[config.mk]
export PLATFORM = sky130hd
export DESIGN_NAME = dvga_extract
export DESIGN_NICKNAME = d
export VERILOG_FILES = /design/src/rtl/dvga_pkg.sv /design/src/rtl/dvga_gain_ctrl.sv /design/src/rtl/dvga_scale_mult.sv /design/src/rtl/dvga_round_sat.sv /design/src/rtl/dvga_extract.sv
export SDC_FILE = /design/constraint.sdc
export NUM_CORES = 1
export LEC_CHECK = 0
export ABC_AREA = 1
export BUFFER_PORTS_ARGS = -buffer_cell sky130_fd_sc_hd__buf_2
export CAP_MARGIN = 20
export CORE_MARGIN = 8
export CORE_UTILIZATION = 40
export CTS_BUF_LIST = sky130_fd_sc_hd__clkbuf_8
export CTS_CLUSTER_SIZE = 30
export DETAILED_ROUTE_END_ITERATION = 10
export GPL_TIMING_DRIVEN = 0
export PLACE_DENSITY = 0.63
export SYNTH_ARGS = -nofsm -noshare
export SYNTH_HDL_FRONTEND = slang
export SYNTH_SLANG_ARGS = --single-unit
[constraint.sdc]
create_clock -name clk -period 2 [get_ports clk]
set_input_delay 0 -clock clk [delete_from_list [all_inputs] [get_ports clk]]
set_output_delay 0 -clock clk [all_outputs]
set_load 0.01 [all_outputs]
[src/rtl/dvga_pkg.sv]
package dvga_pkg;

  // Region of the loop level relative to the two thresholds
  typedef enum logic [1:0] {
    ZONE_QUIET = 2'd0,
    ZONE_BAND  = 2'd1,
    ZONE_LOUD  = 2'd2
  } lvl_zone_e;

  // Mantissa of a gain index: unity plus a linear fraction of the octave
  function automatic int unsigned mant_of(input int unsigned idx,
                                          input int unsigned steps,
                                          input int unsigned mw);
    int unsigned unity;
    unity = 1 << (mw - 1);
    return unity + (unity * (idx % steps)) / steps;
  endfunction

  // Whole-octave shift of a gain index
  function automatic int unsigned shift_of(input int unsigned idx,
                                           input int unsigned steps);
    return idx / steps;
  endfunction

endpackage

[src/rtl/dvga_gain_ctrl.sv]
module dvga_gain_ctrl #(
  parameter int EST_W   = 16,
  parameter int STEPS   = 4,
  parameter int OCTAVES = 2,
  parameter int HI_TH   = 20000,
  parameter int LO_TH   = 10000,
  localparam int KMAX   = STEPS * OCTAVES,
  localparam int IDX_W  = $clog2(KMAX + 1)
) (
  input  logic             clk,
  input  logic             rst_n,
  input  logic             upd,
  input  logic [EST_W-1:0] est_a,
  input  logic [EST_W-1:0] est_b,
  output logic [IDX_W-1:0] gain_idx,
  output logic             atten_req
);
  import dvga_pkg::*;

  localparam logic [EST_W-1:0] HI_LVL  = EST_W'(HI_TH);
  localparam logic [EST_W-1:0] LO_LVL  = EST_W'(LO_TH);
  localparam logic [IDX_W-1:0] IDX_TOP = IDX_W'(KMAX);

  logic [EST_W-1:0] level;
  lvl_zone_e        zone;
  logic [IDX_W-1:0] idx_q, idx_d;
  logic             att_q, att_d;

  // Larger of the two estimates drives the loop
  always_comb begin
    level = (est_a > est_b) ? est_a : est_b;
  end

  always_comb begin
    if (level > HI_LVL)
      zone = ZONE_LOUD;
    else if (level < LO_LVL)
      zone = ZONE_QUIET;
    else
      zone = ZONE_BAND;
  end

  // Next state: one step per accepted sample, hold inside the band
  always_comb begin
    idx_d = idx_q;
    att_d = att_q;
    if (upd) begin
      att_d = (zone == ZONE_LOUD) && (idx_q == '0);
      unique case (zone)
        ZONE_LOUD:  if (idx_q != '0)     idx_d = idx_q - 1'b1;
        ZONE_QUIET: if (idx_q != IDX_TOP) idx_d = idx_q + 1'b1;
        default:    idx_d = idx_q;
      endcase
    end
  end

  always_ff @(posedge clk or negedge rst_n) begin
    if (!rst_n) begin
      idx_q <= IDX_TOP;
      att_q <= 1'b0;
    end else if (upd) begin
      idx_q <= idx_d;
      att_q <= att_d;
    end
  end

  assign gain_idx  = idx_q;
  assign atten_req = att_q;

endmodule

[src/rtl/dvga_scale_mult.sv]
module dvga_scale_mult #(
  parameter int IN_W    = 24,
  parameter int MANT_W  = 6,
  parameter int STEPS   = 4,
  parameter int OCTAVES = 2,
  localparam int KMAX   = STEPS * OCTAVES,
  localparam int IDX_W  = $clog2(KMAX + 1),
  localparam int SH_W   = $clog2(OCTAVES + 1),
  localparam int PROD_W = IN_W + MANT_W + 1,
  localparam int TAB_N  = 1 << IDX_W
) (
  input  logic              clk,
  input  logic              rst_n,
  input  logic              in_valid,
  input  logic [IN_W-1:0]   in_data,
  input  logic [IDX_W-1:0]  gain_idx,
  output logic              s1_valid,
  output logic [PROD_W-1:0] s1_prod,
  output logic [SH_W-1:0]   s1_shift
);
  import dvga_pkg::*;

  logic [MANT_W-1:0] mant_tab  [TAB_N];
  logic [SH_W-1:0]   shift_tab [TAB_N];

  // Gain table built per index; unused codes clamp to the top entry
  for (genvar i = 0; i < TAB_N; i++) begin : g_tab
    localparam int unsigned EIDX = (i > KMAX) ? KMAX : i;
    assign mant_tab[i]  = MANT_W'(mant_of(EIDX, STEPS, MANT_W));
    assign shift_tab[i] = SH_W'(shift_of(EIDX, STEPS));
  end

  logic signed [PROD_W-1:0] prod_d;
  logic [MANT_W-1:0]        mant_sel;
  logic [SH_W-1:0]          shift_d;

  always_comb begin
    mant_sel = mant_tab[gain_idx];
    shift_d  = shift_tab[gain_idx];
    prod_d   = $signed(in_data) * $signed({1'b0, mant_sel});
  end

  always_ff @(posedge clk or negedge rst_n) begin
    if (!rst_n)
      s1_valid <= 1'b0;
    else
      s1_valid <= in_valid;
  end

  always_ff @(posedge clk or negedge rst_n) begin
    if (!rst_n) begin
      s1_prod  <= '0;
      s1_shift <= '0;
    end else if (in_valid) begin
      s1_prod  <= prod_d;
      s1_shift <= shift_d;
    end
  end

endmodule

[src/rtl/dvga_round_sat.sv]
module dvga_round_sat #(
  parameter int PROD_W  = 31,
  parameter int SH_W    = 2,
  parameter int MAX_SH  = 2,
  parameter int FRAC    = 13,
  parameter int OUT_W   = 16,
  localparam int EXT_W  = PROD_W + MAX_SH + 1
) (
  input  logic              clk,
  input  logic              rst_n,
  input  logic              s1_valid,
  input  logic [PROD_W-1:0] s1_prod,
  input  logic [SH_W-1:0]   s1_shift,
  output logic              out_valid,
  output logic [OUT_W-1:0]  out_data
);
  localparam logic signed [EXT_W-1:0] HALF   = EXT_W'(1) <<< (FRAC - 1);
  localparam logic signed [EXT_W-1:0] SAT_HI = (EXT_W'(1) <<< (OUT_W - 1)) - EXT_W'(1);
  localparam logic signed [EXT_W-1:0] SAT_LO = -SAT_HI;

  logic signed [EXT_W-1:0] ext, scaled, biased, quot;
  logic [OUT_W-1:0]        res_d;

  always_comb begin
    ext    = EXT_W'($signed(s1_prod));
    scaled = ext <<< s1_shift;
    biased = scaled + HALF;
    quot   = biased >>> FRAC;
    if (quot > SAT_HI)
      res_d = SAT_HI[OUT_W-1:0];
    else if (quot < SAT_LO)
      res_d = SAT_LO[OUT_W-1:0];
    else
      res_d = quot[OUT_W-1:0];
  end

  always_ff @(posedge clk or negedge rst_n) begin
    if (!rst_n)
      out_valid <= 1'b0;
    else
      out_valid <= s1_valid;
  end

  always_ff @(posedge clk or negedge rst_n) begin
    if (!rst_n)
      out_data <= '0;
    else if (s1_valid)
      out_data <= res_d;
  end

endmodule

[src/rtl/dvga_extract.sv]
module dvga_extract #(
  parameter int IN_W    = 24,
  parameter int OUT_W   = 16,
  parameter int EST_W   = 16,
  parameter int MANT_W  = 6,
  parameter int STEPS   = 4,
  parameter int OCTAVES = 2,
  parameter int HI_TH   = 20000,
  parameter int LO_TH   = 10000
) (
  input  logic             clk,
  input  logic             rst_n,
  input  logic             in_valid,
  input  logic [IN_W-1:0]  in_data,
  input  logic [EST_W-1:0] est_early,
  input  logic [EST_W-1:0] est_post,
  output logic             out_valid,
  output logic [OUT_W-1:0] out_data,
  output logic             atten_req
);
  localparam int KMAX   = STEPS * OCTAVES;
  localparam int IDX_W  = $clog2(KMAX + 1);
  localparam int SH_W   = $clog2(OCTAVES + 1);
  localparam int PROD_W = IN_W + MANT_W + 1;
  localparam int FRAC   = (MANT_W - 1) + (IN_W - OUT_W);

  // Reset: asserted asynchronously, released on the clock
  logic rst_meta, rst_sync_n;
  always_ff @(posedge clk or negedge rst_n) begin
    if (!rst_n) begin
      rst_meta   <= 1'b0;
      rst_sync_n <= 1'b0;
    end else begin
      rst_meta   <= 1'b1;
      rst_sync_n <= rst_meta;
    end
  end

  logic [IDX_W-1:0]  gain_idx;
  logic              s1_valid;
  logic [PROD_W-1:0] s1_prod;
  logic [SH_W-1:0]   s1_shift;

  dvga_gain_ctrl #(
    .EST_W(EST_W), .STEPS(STEPS), .OCTAVES(OCTAVES),
    .HI_TH(HI_TH), .LO_TH(LO_TH)
  ) u_ctrl (
    .clk(clk), .rst_n(rst_sync_n), .upd(in_valid),
    .est_a(est_early), .est_b(est_post),
    .gain_idx(gain_idx), .atten_req(atten_req)
  );

  dvga_scale_mult #(
    .IN_W(IN_W), .MANT_W(MANT_W), .STEPS(STEPS), .OCTAVES(OCTAVES)
  ) u_mult (
    .clk(clk), .rst_n(rst_sync_n), .in_valid(in_valid), .in_data(in_data),
    .gain_idx(gain_idx), .s1_valid(s1_valid), .s1_prod(s1_prod),
    .s1_shift(s1_shift)
  );

  dvga_round_sat #(
    .PROD_W(PROD_W), .SH_W(SH_W), .MAX_SH(OCTAVES), .FRAC(FRAC), .OUT_W(OUT_W)
  ) u_rnd (
    .clk(clk), .rst_n(rst_sync_n), .s1_valid(s1_valid), .s1_prod(s1_prod),
    .s1_shift(s1_shift), .out_valid(out_valid), .out_data(out_data)
  );

endmodule

After elaboration in Yosys (flattened, before gate mapping)
Memory sizes are Yosys's and may differ from the RTL's. A register that Yosys moved wholly into a read port is not among the register bits.
Index checks and enable logic that the tools add are counted.
{"block": "word_totals", "register_bits": 56, "latch_bits": 0, "mem_bits_rw": 0, "mem_bits_ro": 128, "inputBits": 59, "out_inout_bits": 18, "word_cells": 43, "mem_count": 2}
{"memory": "(no name shown)", "words": 16, "word_bits": 6, "rd": 1, "rd_clocked_by_memory_dff": 0, "wr": 0, "line": "dvga_scale_mult.sv:38", "text": "mant_sel = mant_tab[gain_idx];"}
{"memory": "(no name shown)", "words": 16, "word_bits": 2, "rd": 1, "rd_clocked_by_memory_dff": 1, "wr": 0, "line": "dvga_scale_mult.sv:39", "text": "shift_d = shift_tab[gain_idx];"}
{"block": "classes", "addsub": 3, "n_mul": 1, "n_div": 0, "n_lt_le_gt_ge": 6, "n_eq_ne": 4, "shift": 1, "mux": 10, "bitwise_logic": 1, "reduce_logical": 7}
{"op": "$mux W16", "n": 3}
{"op": "$add A34 B14 Y34 const B", "n": 1}
{"op": "$sshl A31 B2 Y34", "n": 1}
{"op": "$mul A24 B7 Y31", "n": 1}
{"op": "$gt A21 B16 Y1 const B", "n": 1}
{"op": "$lt A21 B16 Y1 const B", "n": 1}
{"op": "$gt A16 B15 Y1 const B", "n": 1}
{"op": "$gt A16 B16 Y1", "n": 1}
{"op": "$lt A16 B14 Y1 const B", "n": 1}
{"op": "$mux W6", "n": 2}
{"op": "$mux W4", "n": 2}
{"op": "$pmux W4 S2", "n": 1}
{"op": "$ge A5 B5 Y1 const B", "n": 1}
{"op": "$not A4 Y5", "n": 1}
{"op": "$add A4 B1 Y4 const B", "n": 1}
{"op": "$logic_not A4 Y1", "n": 1}
{"op": "$ne A4 B4 Y1 const B", "n": 1}
{"op": "$reduce_and A4 Y1", "n": 1}
{"op": "$reduce_bool A4 Y1", "n": 1}
{"op": "$sub A4 B1 Y4 const B", "n": 1}
{"op": "$eq A2 B2 Y1 const B", "n": 1}
{"op": "$logic_not A2 Y1", "n": 1}
{"op": "$mux W2", "n": 1}
{"op": "$ne A2 B1 Y1 const B", "n": 1}
{"op": "other kinds (5)", "n": 5}

Depth between registers and ports, before layout
{"block": "depth", "depth_word": 8, "mapped_depth": 28, "ltp_nobuf": 28}

Modules after synthesis
Synthesis repeated with hierarchy kept, for this count alone.
{"block": "hier_totals", "cells_unflattened": 1321, "area_unflattened_um2": 8304.2}
{"module": "dvga_scale_mult", "n_inst": 1, "cells_each": 717, "area_per_inst_um2": 4814.6, "seq_area_each_um2": 775.7}
{"module": "dvga_round_sat", "n_inst": 1, "cells_each": 402, "area_per_inst_um2": 2248.4, "seq_area_each_um2": 425.4}
{"module": "dvga_gain_ctrl", "n_inst": 1, "cells_each": 199, "area_per_inst_um2": 1187.4, "seq_area_each_um2": 126.4}
{"module": "dvga_extract", "n_inst": 1, "cells_each": 3, "area_per_inst_um2": 53.8, "seq_area_each_um2": 50.0}

Worst setup path before layout
No wires, ideal clock.
{"block": "synth_timing", "path_type": "reg-to-reg", "startpoint": "register u_ctrl.idx_q[3] (netlist: u_ctrl.gain_idx[3])", "endpoint": "register u_mult.s1_prod[29]", "setup_time_ps": 118, "arrival_time_ps": 3979, "t_required_ps": 1882, "setup_slack_ps": -2097, "stages_incl_launch_ff": 20, "path_buffers": 1, "period_less_slack_ps": 4097, "path_cell_list": "dfstp_2 > inv_1 > nand2_1 > clkbuf_1 > nor2_1 > ha_1 > inv_1 > fa_1 > inv_1 > ha_1 > ha_1 > ha_1 > a21oi_1 > o21ai_0 > a21oi_1 > nor2_1 > a2111oi_0 > nand3_1 > nand3_1 > nand2_1"}
{"block": "synth_between", "elab_chain_len": 5}
{"element": "start, declared", "line": "dvga_gain_ctrl.sv:26", "text": "logic [IDX_W-1:0] idx_q, idx_d;"}
{"element": "start signal, assigned", "line": "dvga_gain_ctrl.sv:62", "text": "idx_q <= idx_d;"}
{"element": "$not A4 Y5 (not written as such)", "line": "dvga_scale_mult.sv:38"}
{"element": "$mem_v2 Z16 W6"}
{"element": "$mux W6 (not written as such) (2 in series)", "line": "dvga_scale_mult.sv:38"}
{"element": "$mul A24 B7 Y31", "line": "dvga_scale_mult.sv:40", "text": "prod_d = $signed(in_data) * $signed({1'b0, mant_sel});"}
{"element": "end signal, assigned", "line": "dvga_scale_mult.sv:55", "text": "s1_prod <= prod_d;"}
{"element": "end, declared", "line": "dvga_scale_mult.sv:18", "text": "output logic [PROD_W-1:0] s1_prod,"}
No other way between the ends. The select of a mux whose other input is x is not followed.
A chain may end at the register's enable or synchronous reset.

Final worst setup path
{"block": "layout_timing", "startpoint": "register u_ctrl.idx_q[3] (netlist: u_ctrl.gain_idx[3])", "endpoint": "register u_mult.s1_prod[24]"}
Same word-level chain as after synthesis.

==> metrics.txt <==
Slew HR 0.557; Overflow after GRT 0; clk slew on worst S/H paths around 0.10 ns; max_cap viols 0; global-route wire length before repair approximately 35000 µm; Crit path largest cell delay 0.57 ns; initial antenna violation count 0; Max IR drop VDD between 0.6 and 0.7 mV; Max clock buf depth 2; total number of yosys warnings 0; chip width roughly 150 µm; Peak Freq 258 MHz; slew at the pin closest to its max-slew limit around 0.67 ns; leading post-synthesis cells by cell area ha_1 (18%), nand2_1 (16%), dfrtp_1 (16%); register area share after synthesis 0.161; Clk Latency, worst-skew pair ~0.32 ns; vias around 8000; ordered cell list for the critical path inv_4, nand2_8, clkbuf_16, buf_8, nor2_4, ha_4, inv_2, fa_1, inv_2, ha_4, ha_4, ha_4, a21oi_4, inv_2, nor2_2, o21ai_2, nand2_1, nand3_2, or2_2, nand3_1, o21ai_0; clock power share 0.039; CTS tree built; Tcrit/Tclk final 1.94; ratio of cells with drive above 1 in the final layout 0.412; clock skew ~0.012 ns; Switching Fraction 0.520; P_int 8.81 mW; Min Clock Period, post-route between 3 and 4 ns; Starting Density 0.406; CTS H-tree depth 2; Synth Area per Inst around 6.4 µm²; Die Ht around 150 µm; Data required, critical path 2.18 ns; synth cell count leaders nand2_1 (324), inv_1 (214), ha_1 (112); Final Slew Violations 0; Total GRT Usage 0.177; CTS Buf Count 5; Mapped Cells 1179; Ports between 70 and 80; routed wire length around 22000 µm; fin worst setup slack -1.87 ns; crit path DAT between 4 and 5 ns; dpl hpwl 16600 µm; Vias/cell between 5 and 6; Lkg Pwr 5.49 nW; outcome complete, but fails checks; Synth cell types 44; DR iter-0 viols between 300 and 400; wire per inst 13.8 µm; largest fanout on the critical path 6; violated checks negative setup slack; Post-Syn Area approximately 0.0076 mm²; Sw Pwr between 9 and 10 mW; largest area contributor in the netlist ha_1; port bufs 76; core footprint 0.0187 mm²; Root Driver clkbuf_8; ys flop type dfrtp_1; Mapped Nets 1374; CTS sink count 49; flops & latches, synth 49; routability cong. ~0.90; Fin. Hold Viols 0; post-route ant nets 0; fillers 1646; critical path startpoint category register; pre-CTS setup slack -2.27 ns; Final Cell Area between 0.01 and 0.015 mm²; largest net degree at the start of global routing 28; DRC 0; RSZ-0062 raised after global routing yes; nets between 1500 and 2000; Rows 50; Tot Pwr approximately 18 mW; Post-synth EDFFs 0; Worst Setup End Kind register; count leader, synth nand2_1; post-synth top area share 0.184; Final Setup Violations 42; die area about 0.024 mm²; Logic pwr share 0.863; CP max-delay cell dfstp_2; DR pass1 iterations 8; Ant. Diodes 0; Layout area overhead 49.7%; number of global-route vias before repair between 7000 and 8000; sequential share of power 0.098; Most common cell on crit path ha_4; worst hold path class register to asynchronous set/reset pin; share of flip-flops with an asynchronous set or reset 1.00; Placed Area about 0.0093 mm²; PD cells roughly 1600 mW/mm²; CP Class register to register
-- placed cells by master, fill, tap and decap left out, drive strengths merged, types with 2 or more instances in the layout --
cell type	count
fa	24
xor2	6
dfrtp	48
or2	9
xnor2	7
nand3b	11
buf	171
clkbuf	16
nand4	11
nor4	2
o21ai	85
ha	112
a31oi	4
dlygate4sd3	3
nand2	340
nor3	8
nand3	79
nor2	113
clkinv	2
inv	222
a21oi	57
o21a	4
-- logic make-up (layout without fill, tap and decap cells) --
logic type | Yosys count | after routing | share of synthesized area
AOI/OAI and AO/OA | 154 | 154 | 0.117
xor gates and xnor gates | 13 | 13 | 0.0150
muxes | 1 | 1 | 0.00181
DFF | 49 | 49 | 0.161
adders and majority gates | 136 | 136 | 0.247
other | 1 | 1 | 0.000493
and+or+nand+nor | 575 | 576 | 0.323
buffers and inverters | 250 | 415 | 0.133
-- path summary, 6_finish.rpt --
| kind | startpoint | end | slack [ns] | depth (start not counted) |
|---|---|---|---|---|
| hold / removal | rst_sync_n$_DFF_PN0_ | u_rnd.out_data[7]$_DFFE_PN0P_ | 0.24 | 0 |
| min in group clk | est_post[14] | u_ctrl.atten_req$_DFFE_PN0P_ | 0.30 | 7 |
| max in group asynchronous | rst_sync_n$_DFF_PN0_ | u_ctrl.gain_idx[3]$_DFFE_PN1P_ | 1.15 | 1 |
| setup / recovery | u_ctrl.gain_idx[3]$_DFFE_PN1P_ | u_mult.s1_prod[24]$_DFFE_PN0P_ | -1.87 | 21 |
| hold reg to reg | rst_sync_n$_DFF_PN0_ | u_rnd.out_data[7]$_DFFE_PN0P_ | 0.24 | 0 |
| setup reg to reg | u_ctrl.gain_idx[3]$_DFFE_PN1P_ | u_mult.s1_prod[24]$_DFFE_PN0P_ | -1.87 | 21 |
-- power groups by stage --
stage          clock (mW)  combinational (mW)  sequential (mW)
4_1_cts             0.729                13.6             1.79
6_report            0.710                15.8             1.80
2_1_floorplan           0                9.29             1.79
3_3_place_gp            0                11.7             1.79
3_5_place_dp            0                11.7             1.79
5_1_grt             0.766                17.4             1.87
-- worst max-delay path: cells and delay by family (launching register included) --
family | cells | cell delay, ns
compound gates | 3 | 0.38
fa+ha+maj | 5 | 1.46
simple gates | 7 | 0.84
flops | 1 | 0.57
buf+inv | 6 | 0.48
-- metal layers --
layer	vias up	routed length, µm	track usage
met5	-	0	0
li1	4068	-	-
met1	3640	9560	0.217
met3	43	660	0.0177
met2	158	11000	0.321
met4	0	627	0.0518
-- final cells by class --
type	count	area [µm²]	share of cell area
sequential	49	1230	0.108
buffer	26	241	0.0212
multi-input combinational	881	7380	0.648
tap	234	293	0.0257
clock buffer	5	68.8	0.00605
timing repair buffer	159	1260	0.111
inverter	223	875	0.0768
clock inverter	2	35.0	0.00308
-- what timing repair did --
item,CTS,global route
endpoints found under the hold margin,3,0
hold buffers,3,0
setup endpoints to repair,43,43
resized for setup,146,190
cloned,6,0
buffers inserted,58,26
pin swaps,77,122
-- sequential cells by signal, indices dropped and copies added, names as in the netlist --
name              cells
rst_meta              1
rst_sync_n            1
u_ctrl.atten_req      1
u_ctrl.gain_idx       4
u_mult.s1_prod       22
u_mult.s1_shift       2
u_mult.s1_valid       1
u_rnd.out_data       16
u_rnd.out_valid       1
-- per-stage QoR --
stage	util	setup TNS (ns)	cells	hold slack [ns]
6_report	0.608	-48.44	1579	0.243
5_1_grt	0.608	-54.92	1579	0.288
4_1_cts	0.558	-48.32	1563	0.265
3_5_place_dp	0.496	-60.43	1490	-0.213
3_3_place_gp	0.494	-63.69	1489	-0.214
2_1_floorplan	-	-38.81	1179	-0.296
(Power assumes the default switching activity.)
